<file path="src/rtl/txc_pkg.sv">
package txc_pkg;

  typedef enum logic [1:0] {
    TG_EMPTY   = 2'd0,
    TG_NORMAL  = 2'd1,
    TG_XCOMMIT = 2'd2,
    TG_XABORT  = 2'd3
  } tag_e;

  typedef enum logic [1:0] {
    CS_INVALID  = 2'd0,
    CS_VALID    = 2'd1,
    CS_DIRTY    = 2'd2,
    CS_RESERVED = 2'd3
  } coh_e;

  typedef enum logic {
    FS_IDLE  = 1'b0,
    FS_BWAIT = 1'b1
  } fsm_e;

  typedef enum logic {
    PK_UPGRADE = 1'b0,
    PK_PAIR    = 1'b1
  } pend_e;

  localparam logic [1:0] OP_LOAD  = 2'd0;
  localparam logic [1:0] OP_LOADX = 2'd1;
  localparam logic [1:0] OP_STORE = 2'd2;

  localparam logic BC_SHARED = 1'b0;
  localparam logic BC_OWN    = 1'b1;

  function automatic logic may_write(coh_e c);
    return (c == CS_DIRTY) || (c == CS_RESERVED);
  endfunction

endpackage

</file>
<file path="src/rtl/txc_entry_bank.sv">
module txc_entry_bank
  import txc_pkg::*;
#(
  parameter int NENT = 8,
  parameter int AW   = 32,
  parameter int DW   = 32,
  parameter int IW   = 3
) (
  input  logic          clk,
  input  logic          rst_n,
  input  logic          commit_all,
  input  logic          rollback_all,
  input  logic          wa_en,
  input  logic [IW-1:0] wa_idx,
  input  tag_e          wa_tag,
  input  coh_e          wa_coh,
  input  logic [AW-1:0] wa_addr,
  input  logic [DW-1:0] wa_data,
  input  logic          wb_en,
  input  logic [IW-1:0] wb_idx,
  input  tag_e          wb_tag,
  input  coh_e          wb_coh,
  input  logic [AW-1:0] wb_addr,
  input  logic [DW-1:0] wb_data,
  output tag_e          ent_tag  [NENT],
  output coh_e          ent_coh  [NENT],
  output logic [AW-1:0] ent_addr [NENT],
  output logic [DW-1:0] ent_data [NENT]
);

  for (genvar g = 0; g < NENT; g++) begin : g_ent
    tag_e          tag_q, tag_d;
    coh_e          coh_q, coh_d;
    logic [AW-1:0] addr_q;
    logic [DW-1:0] data_q;
    logic          sel_a, sel_b;

    assign sel_a = wa_en && (wa_idx == IW'(g));
    assign sel_b = wb_en && (wb_idx == IW'(g));

    always_comb begin
      tag_d = tag_q;
      coh_d = coh_q;
      if (commit_all) begin
        if (tag_q == TG_XCOMMIT) begin
          tag_d = TG_EMPTY;
          coh_d = CS_INVALID;
        end else if (tag_q == TG_XABORT) begin
          tag_d = TG_NORMAL;
        end
      end
      if (rollback_all) begin
        if (tag_q == TG_XABORT) begin
          tag_d = TG_EMPTY;
          coh_d = CS_INVALID;
        end else if (tag_q == TG_XCOMMIT) begin
          tag_d = TG_NORMAL;
        end
      end
      if (sel_a) begin
        tag_d = wa_tag;
        coh_d = wa_coh;
      end else if (sel_b) begin
        tag_d = wb_tag;
        coh_d = wb_coh;
      end
    end

    always_ff @(posedge clk or negedge rst_n) begin
      if (!rst_n) begin
        tag_q <= TG_EMPTY;
        coh_q <= CS_INVALID;
      end else begin
        tag_q <= tag_d;
        coh_q <= coh_d;
      end
    end

    always_ff @(posedge clk) begin
      if (sel_a) begin
        addr_q <= wa_addr;
        data_q <= wa_data;
      end else if (sel_b) begin
        addr_q <= wb_addr;
        data_q <= wb_data;
      end
    end

    assign ent_tag[g]  = tag_q;
    assign ent_coh[g]  = coh_q;
    assign ent_addr[g] = addr_q;
    assign ent_data[g] = data_q;
  end

endmodule

</file>
<file path="src/rtl/txc_lookup.sv">
module txc_lookup
  import txc_pkg::*;
#(
  parameter int NENT = 8,
  parameter int AW   = 32,
  parameter int IW   = 3
) (
  input  tag_e          ent_tag  [NENT],
  input  logic [AW-1:0] ent_addr [NENT],
  input  logic [AW-1:0] addr,
  output logic          hit_x,
  output logic [IW-1:0] idx_x,
  output logic          hit_n,
  output logic [IW-1:0] idx_n,
  output logic          free_a,
  output logic [IW-1:0] idx_fa,
  output logic          free_b,
  output logic [IW-1:0] idx_fb
);

  always_comb begin
    hit_x  = 1'b0;
    idx_x  = '0;
    hit_n  = 1'b0;
    idx_n  = '0;
    free_a = 1'b0;
    idx_fa = '0;
    free_b = 1'b0;
    idx_fb = '0;
    for (int i = 0; i < NENT; i++) begin
      if (!hit_x && (ent_tag[i] == TG_XABORT) && (ent_addr[i] == addr)) begin
        hit_x = 1'b1;
        idx_x = IW'(i);
      end
      if (!hit_n && (ent_tag[i] == TG_NORMAL) && (ent_addr[i] == addr)) begin
        hit_n = 1'b1;
        idx_n = IW'(i);
      end
      if (ent_tag[i] == TG_EMPTY) begin
        if (!free_a) begin
          free_a = 1'b1;
          idx_fa = IW'(i);
        end else if (!free_b) begin
          free_b = 1'b1;
          idx_fb = IW'(i);
        end
      end
    end
  end

endmodule

</file>
<file path="src/rtl/txn_line_cache.sv">
module txn_line_cache
  import txc_pkg::*;
#(
  parameter int NENT = 8,
  parameter int AW   = 32,
  parameter int DW   = 32
) (
  input  logic          clk,
  input  logic          rst_n,
  input  logic          req_valid,
  output logic          req_ready,
  input  logic [1:0]    req_op,
  input  logic [AW-1:0] req_addr,
  input  logic [DW-1:0] req_wdata,
  output logic          resp_valid,
  output logic          resp_ok,
  output logic [DW-1:0] resp_rdata,
  output logic          bus_req_valid,
  output logic          bus_req_cyc,
  output logic [AW-1:0] bus_req_addr,
  input  logic          bus_rsp_valid,
  input  logic          bus_rsp_busy,
  input  logic [DW-1:0] bus_rsp_data,
  input  logic          txn_commit,
  input  logic          txn_abort,
  input  logic          txn_validate,
  output logic          ctl_done,
  output logic          ctl_ok
);

  localparam int IW = (NENT > 1) ? $clog2(NENT) : 1;

  // registered state
  fsm_e          st_q, st_d;
  logic          abrt_q, abrt_d;
  logic          rv_q, rv_d;
  logic          cd_q, cd_d;
  logic          bv_q, bv_d;
  logic          rok_q, rok_d;
  logic [DW-1:0] rd_q, rd_d;
  logic          cok_q, cok_d;
  logic          bcyc_q, bcyc_d;
  logic [AW-1:0] baddr_q;
  pend_e         pk_q, pk_d;
  logic [1:0]    pop_q;
  logic [DW-1:0] pwd_q;
  logic [IW-1:0] pia_q, pia_d, pib_q, pib_d;
  logic          ld_resp, ld_ctl, ld_bus;

  // entry bank wiring
  tag_e          ent_tag  [NENT];
  coh_e          ent_coh  [NENT];
  logic [AW-1:0] ent_addr [NENT];
  logic [DW-1:0] ent_data [NENT];
  logic          commit_all, rollback_all;
  logic          wa_en, wb_en;
  logic [IW-1:0] wa_idx, wb_idx;
  tag_e          wa_tag, wb_tag;
  coh_e          wa_coh, wb_coh;
  logic [AW-1:0] wa_addr, wb_addr;
  logic [DW-1:0] wa_data, wb_data;

  logic          hit_x, hit_n, free_a, free_b;
  logic [IW-1:0] idx_x, idx_n, idx_fa, idx_fb;

  logic          ctl_any, excl, is_st, p_excl, p_st;
  coh_e          coh_x, coh_n;

  txc_entry_bank #(.NENT(NENT), .AW(AW), .DW(DW), .IW(IW)) u_bank (
    .clk          (clk),
    .rst_n        (rst_n),
    .commit_all   (commit_all),
    .rollback_all (rollback_all),
    .wa_en        (wa_en),
    .wa_idx       (wa_idx),
    .wa_tag       (wa_tag),
    .wa_coh       (wa_coh),
    .wa_addr      (wa_addr),
    .wa_data      (wa_data),
    .wb_en        (wb_en),
    .wb_idx       (wb_idx),
    .wb_tag       (wb_tag),
    .wb_coh       (wb_coh),
    .wb_addr      (wb_addr),
    .wb_data      (wb_data),
    .ent_tag      (ent_tag),
    .ent_coh      (ent_coh),
    .ent_addr     (ent_addr),
    .ent_data     (ent_data)
  );

  txc_lookup #(.NENT(NENT), .AW(AW), .IW(IW)) u_look (
    .ent_tag  (ent_tag),
    .ent_addr (ent_addr),
    .addr     (req_addr),
    .hit_x    (hit_x),
    .idx_x    (idx_x),
    .hit_n    (hit_n),
    .idx_n    (idx_n),
    .free_a   (free_a),
    .idx_fa   (idx_fa),
    .free_b   (free_b),
    .idx_fb   (idx_fb)
  );

  assign ctl_any   = txn_commit || txn_abort || txn_validate;
  assign req_ready = (st_q == FS_IDLE) && !ctl_any;
  assign excl      = (req_op == OP_LOADX) || (req_op == OP_STORE);
  assign is_st     = (req_op == OP_STORE);
  assign p_excl    = (pop_q == OP_LOADX) || (pop_q == OP_STORE);
  assign p_st      = (pop_q == OP_STORE);
  assign coh_x     = ent_coh[idx_x];
  assign coh_n     = ent_coh[idx_n];

  // next-state logic
  always_comb begin
    st_d    = st_q;
    abrt_d  = abrt_q;
    rv_d    = 1'b0;
    cd_d    = 1'b0;
    bv_d    = bv_q;
    rok_d   = rok_q;
    rd_d    = rd_q;
    cok_d   = cok_q;
    bcyc_d  = bcyc_q;
    pk_d    = pk_q;
    pia_d   = pia_q;
    pib_d   = pib_q;
    ld_bus  = 1'b0;
    commit_all   = 1'b0;
    rollback_all = 1'b0;
    wa_en   = 1'b0;
    wa_idx  = '0;
    wa_tag  = TG_XABORT;
    wa_coh  = CS_VALID;
    wa_addr = req_addr;
    wa_data = req_wdata;
    wb_en   = 1'b0;
    wb_idx  = '0;
    wb_tag  = TG_XCOMMIT;
    wb_coh  = CS_VALID;
    wb_addr = req_addr;
    wb_data = req_wdata;

    if (st_q == FS_IDLE) begin
      if (txn_abort) begin
        rollback_all = 1'b1;
        abrt_d = 1'b0;
        cd_d   = 1'b1;
        cok_d  = 1'b1;
      end else if (txn_commit) begin
        cd_d = 1'b1;
        if (abrt_q) begin
          cok_d  = 1'b0;
          abrt_d = 1'b0;
        end else begin
          commit_all = 1'b1;
          cok_d      = 1'b1;
        end
      end else if (txn_validate) begin
        cd_d  = 1'b1;
        cok_d = !abrt_q;
      end else if (req_valid) begin
        if (abrt_q) begin
          rv_d  = 1'b1;
          rok_d = 1'b0;
        end else if (hit_x) begin
          if (!excl || may_write(coh_x)) begin
            wa_en   = 1'b1;
            wa_idx  = idx_x;
            wa_coh  = is_st ? CS_DIRTY : coh_x;
            wa_data = is_st ? req_wdata : ent_data[idx_x];
            rv_d    = 1'b1;
            rok_d   = 1'b1;
            rd_d    = wa_data;
          end else begin
            ld_bus = 1'b1;
            pk_d   = PK_UPGRADE;
            pia_d  = idx_x;
            bcyc_d = BC_OWN;
          end
        end else if (hit_n) begin
          if (!free_a) begin
            rollback_all = 1'b1;
            abrt_d = 1'b1;
            rv_d   = 1'b1;
            rok_d  = 1'b0;
          end else if (!excl || may_write(coh_n)) begin
            wa_en   = 1'b1;
            wa_idx  = idx_n;
            wa_coh  = is_st ? CS_DIRTY : coh_n;
            wa_data = is_st ? req_wdata : ent_data[idx_n];
            wb_en   = 1'b1;
            wb_idx  = idx_fa;
            wb_coh  = coh_n;
            wb_data = ent_data[idx_n];
            rv_d    = 1'b1;
            rok_d   = 1'b1;
            rd_d    = wa_data;
          end else begin
            ld_bus = 1'b1;
            pk_d   = PK_PAIR;
            pia_d  = idx_n;
            pib_d  = idx_fa;
            bcyc_d = BC_OWN;
          end
        end else if (!free_b) begin
          rollback_all = 1'b1;
          abrt_d = 1'b1;
          rv_d   = 1'b1;
          rok_d  = 1'b0;
        end else begin
          ld_bus = 1'b1;
          pk_d   = PK_PAIR;
          pia_d  = idx_fa;
          pib_d  = idx_fb;
          bcyc_d = excl ? BC_OWN : BC_SHARED;
        end
        if (ld_bus) begin
          st_d = FS_BWAIT;
          bv_d = 1'b1;
        end
      end
    end else if (bus_rsp_valid) begin
      st_d = FS_IDLE;
      bv_d = 1'b0;
      rv_d = 1'b1;
      if (bus_rsp_busy) begin
        rollback_all = 1'b1;
        abrt_d = 1'b1;
        rok_d  = 1'b0;
      end else begin
        wa_en   = 1'b1;
        wa_idx  = pia_q;
        wa_addr = baddr_q;
        rok_d   = 1'b1;
        if (pk_q == PK_UPGRADE) begin
          wa_coh  = p_st ? CS_DIRTY : CS_RESERVED;
          wa_data = p_st ? pwd_q : ent_data[pia_q];
        end else begin
          wa_coh  = p_st ? CS_DIRTY : (p_excl ? CS_RESERVED : CS_VALID);
          wa_data = p_st ? pwd_q : bus_rsp_data;
          wb_en   = 1'b1;
          wb_idx  = pib_q;
          wb_addr = baddr_q;
          wb_coh  = p_excl ? CS_RESERVED : CS_VALID;
          wb_data = bus_rsp_data;
        end
        rd_d = wa_data;
      end
    end
    ld_resp = rv_d;
    ld_ctl  = cd_d;
  end

  // control registers
  always_ff @(posedge clk or negedge rst_n) begin
    if (!rst_n) begin
      st_q   <= FS_IDLE;
      abrt_q <= 1'b0;
      rv_q   <= 1'b0;
      cd_q   <= 1'b0;
      bv_q   <= 1'b0;
    end else begin
      st_q   <= st_d;
      abrt_q <= abrt_d;
      rv_q   <= rv_d;
      cd_q   <= cd_d;
      bv_q   <= bv_d;
    end
  end

  // data registers with explicit enables
  always_ff @(posedge clk) begin
    if (ld_resp) begin
      rok_q <= rok_d;
      rd_q  <= rd_d;
    end
    if (ld_ctl) begin
      cok_q <= cok_d;
    end
    if (ld_bus) begin
      bcyc_q  <= bcyc_d;
      baddr_q <= req_addr;
      pk_q    <= pk_d;
      pop_q   <= req_op;
      pwd_q   <= req_wdata;
      pia_q   <= pia_d;
      pib_q   <= pib_d;
    end
  end

  assign resp_valid    = rv_q;
  assign resp_ok       = rok_q;
  assign resp_rdata    = rd_q;
  assign ctl_done      = cd_q;
  assign ctl_ok        = cok_q;
  assign bus_req_valid = bv_q;
  assign bus_req_cyc   = bcyc_q;
  assign bus_req_addr  = baddr_q;

endmodule

</file>
<file path="config.mk">
export PLATFORM = sky130hd
export DESIGN_NAME = txn_line_cache
export DESIGN_NICKNAME = d
export VERILOG_FILES = /design/src/rtl/txc_pkg.sv /design/src/rtl/txc_entry_bank.sv /design/src/rtl/txc_lookup.sv /design/src/rtl/txn_line_cache.sv
export SDC_FILE = /design/constraint.sdc
export NUM_CORES = 2
export LEC_CHECK = 0
export CAP_MARGIN = 25
export CORE_ASPECT_RATIO = 1.1
export CORE_MARGIN = 5
export CORE_UTILIZATION = 40
export DETAILED_ROUTE_END_ITERATION = 6
export DONT_BUFFER_PORTS = 1
export PLACE_DENSITY = 0.51
export SYNTH_ARGS = -nofsm -noshare
export SYNTH_HDL_FRONTEND = slang
export SYNTH_SLANG_ARGS = --single-unit
export TNS_END_PERCENT = 5
</file>
<file path="constraint.sdc">
create_clock -name clk -period 8.4 [get_ports clk]
set_input_delay 0.84 -clock clk [delete_from_list [all_inputs] [get_ports clk]]
set_output_delay 0.84 -clock clk [all_outputs]
set_load 0.05 [all_outputs]
</file>
==> results.json <==
{
  "synth_most_common_cell": "edfxtp_1",
  "finalSetupViolCount": 0,
  "outcome": "complete, no violations",
  "cts-htree-levels": 3,
  "yosysWarnings": 0,
  "cp_max_fo": 59,
  "p_switching_uw": 2070,
  "core_um2": 107000,
  "switching_share": 0.252,
  "worstSetupEndpointType": "flip-flop",
  "finalMaxSlewViolations": 0,
  "insertion_delay_ns": 0.66,
  "overflow": 0,
  "hold_path.class": "input pin to flip-flop",
  "syn_area_um2": 42900,
  "r2r_setup_slack_ns": 1.58,
  "cts_tree": "built",
  "skew_ns": 0.0302,
  "max_freq_mhz": 147,
  "ys_seq_area_frac": 0.450,
  "cap_violations": 0,
  "synth_top_area_frac": 0.434,
  "wire_per_inst_um": 32.9,
  "finalCriticalPeriod_ns": 6.82,
  "port_buffers": 0,
  "rsz0062_at_grt": "false",
  "first_pass_iters": 5,
  "totalWireLength_um": 175000,
  "clock_path_buffers": 3,
  "drt-initial-drc-count": 3599,
  "final_area_um2": 47100,
  "nNetsFinal": 3962,
  "antenna_found_initial": 2,
  "critical-path-top-delay-family": "simple AND/OR/NAND/NOR gates",
  "ys_types": 103,
  "area_growth_pct": 9.67,
  "die_h_um": 354,
  "syn_inst": 4001,
  "power_uw": 8220,
  "p_per_area_nw_per_um2": 175,
  "hold_viol": 0,
  "syn_avg_cell_area_um2": 10.7,
  "combPwrFrac": 0.102,
  "grt_pass1_vias": 32900,
  "synth_nets": 4113,
  "grt_pass1_wl_um": 247000,
  "drtAntennaViolNets": 0,
  "cp-start-kind": "flip-flop",
  "worstMarginPinSlew_ns": 1.09,
  "synth_area_leaders": "edfxtp_1, mux2_2, mux2i_1",
  "cp_data_required_time_ns": 8.68,
  "gp_congestion": 0.990,
  "arrival_ns": 7.10,
  "ys_ff_latch": 649,
  "die-area_um2": 114000,
  "fin_tns_setup_ns": 0,
  "cpPeakStageDelay_ns": 0.83,
  "leakage_uw": 0.0159,
  "crit_type": "flip-flop to flip-flop",
  "drive_above_1_share": 0.180,
  "track_usage": 0.297,
  "async_reset_ff_frac": 0.0447,
  "placed_cell_area_um2": 44300,
  "ctsRootBufferMaster": "clkbuf_16",
  "holdWs_ns": 0.275,
  "p_seq_frac": 0.451,
  "slowest_stage": "nor4_1",
  "yosys.area.top_type": "edfxtp_1",
  "pwr-share-clk": 0.447,
  "clkSlewWorstSetupHoldPaths_ns": 0.06,
  "finalCritPeriodShare": 0.812,
  "die_x_um": 322,
  "num_rows": 126,
  "place_ws_ns": 1.22,
  "start_util": 0.401,
  "vias": 34300,
  "drcViolationCount": 0,
  "synth-edff-count": 620,
  "synthTopCellsByCount": "edfxtp_1, nand2_1, o21ai_0",
  "io_pins": 177,
  "viasPerCell": 6.44,
  "post-route-worst-setup-slack_ns": 1.58,
  "cts_buffers": 81,
  "crit_chain": "xnor2_1 > nand4_1 > or4_1 > nor4_1 > a2111oi_1 > a21oi_4 > a211oi_2 > o31ai_4 > nand2_1 > o21a_1 > nor3_4 > buf_4 > nand2b_4 > buf_12",
  "peakVddDrop_v": 0.000128,
  "grt_max_degree": 60,
  "hpwl_um": 114000,
  "clock_sinks": 649,
  "p_int_uw": 6150,
  "worst-path-buf-inv": 2,
  "slew_headroom": 0.271,
  "ys.flop_type": "edfxtp_1"
}
[per-stage QoR]
stage,instances,util
detailed placement,5172,0.414
floorplan,4001,-
CTS,5320,0.440
global route,5323,0.440
global placement,5170,0.414
finish,5325,0.440
[per-layer routing]
| metal | routed length [um] | track usage | share of wire | up-vias |
|---|---|---|---|---|
| met1 | 67800 | 0.366 | 0.39 | 17200 |
| met5 | 0 | 0 | 0 | - |
| li1 | - | - | - | 15000 |
| met4 | 11400 | 0.167 | 0.065 | 0 |
| met3 | 12400 | 0.0502 | 0.071 | 443 |
| met2 | 83700 | 0.495 | 0.48 | 1604 |
[cell usage in the layout, fill, tap and decap left out, types with 13 or more instances in the layout]
master / netlist / routed
inv_1: 63 / 62
a22oi_1: 25 / 25
a21bo_2: 23 / 23
nand3_1: 114 / 112
nand2b_1: 17 / 13
mux2i_1: 286 / 286
o22ai_1: 47 / 47
buf_4: 23 / 88
nor4_1: 51 / 50
nor2_1: 132 / 126
a21oi_1: 234 / 233
o21ai_1: 39 / 39
and3_1: 23 / 23
a31oi_1: 34 / 32
xor2_1: 89 / 89
a41oi_1: 24 / 24
mux2_2: 306 / 306
mux2_1: 23 / 23
xnor2_1: 170 / 170
clkinv_1: 0 / 17
buf_12: 0 / 13
o2bb2ai_1: 64 / 64
nand2_1: 361 / 355
clkbuf_16: 0 / 85
nand4_1: 74 / 74
a221oi_1: 48 / 48
clkbuf_1: 180 / 15
o21ai_0: 321 / 321
a211o_1: 24 / 24
edfxtp_1: 620 / 620
and4_1: 24 / 24
nor3_1: 118 / 118
mux4_2: 64 / 64
dfrtp_1: 29 / 28
[registers in the layout, indices dropped and copies added (netlist names), 2 cells and up]
register	cells
u_bank.g_ent.addr_q	256
resp_rdata	32
pop_q	2
pia_q	3
u_bank.g_ent.tag_q	16
pwd_q	32
u_bank.g_ent.data_q	256
bus_req_addr	32
u_bank.g_ent.coh_q	8
pib_q	3
[timing repair]
action                                  4_1_cts  5_1_grt
hold endpoints to repair                     29        0
hold buffers                                  2        0
buffers inserted                              0        0
endpoints found under the setup margin        0        0
gates resized for setup                       0        0
[area by class of cell]
class	instances	area, um2
tap	1408	1760
antenna	4	10.0
multi-input combinational	2947	22000
fill	10100	59900
inverter	65	244
clock buffer	100	2180
clock inverter	46	539
sequential	649	19300
timing repair buffer	106	986
[cell families after synthesis]
kind of cell / synth area share
mux: 0.186
flops: 0.450
buf+inv: 0.0416
xor+xnor: 0.0528
fa+ha+maj: 0.00175
compound gates: 0.145
simple gates: 0.122
[path summary, 6_finish.rpt]
path,startpoint,end,cells after the start
worst max register to register,u_bank.g_ent[7].addr_q[22],u_bank.g_ent[6].data_q[22],14
worst min register to register,abrt_q,abrt_q,2
worst max-delay path,u_bank.g_ent[7].addr_q[22],u_bank.g_ent[6].data_q[22],14
worst min-delay path,req_wdata[14],pwd_q[14],0
min in group asynchronous,rst_n,st_q,2
max in group asynchronous,rst_n,u_bank.g_ent[2].tag_q[0],2
[power by group through the flow]
stage | clock network [uW] | registers, uW | logic [uW]
floorplan | 0 | 3730 | 631
global placement | 0 | 3770 | 813
detailed placement | 0 | 3770 | 821
CTS | 3750 | 3710 | 830
global route | 3870 | 3710 | 902
finish | 3680 | 3710 | 836
Power figures use the tool's default switching activity.
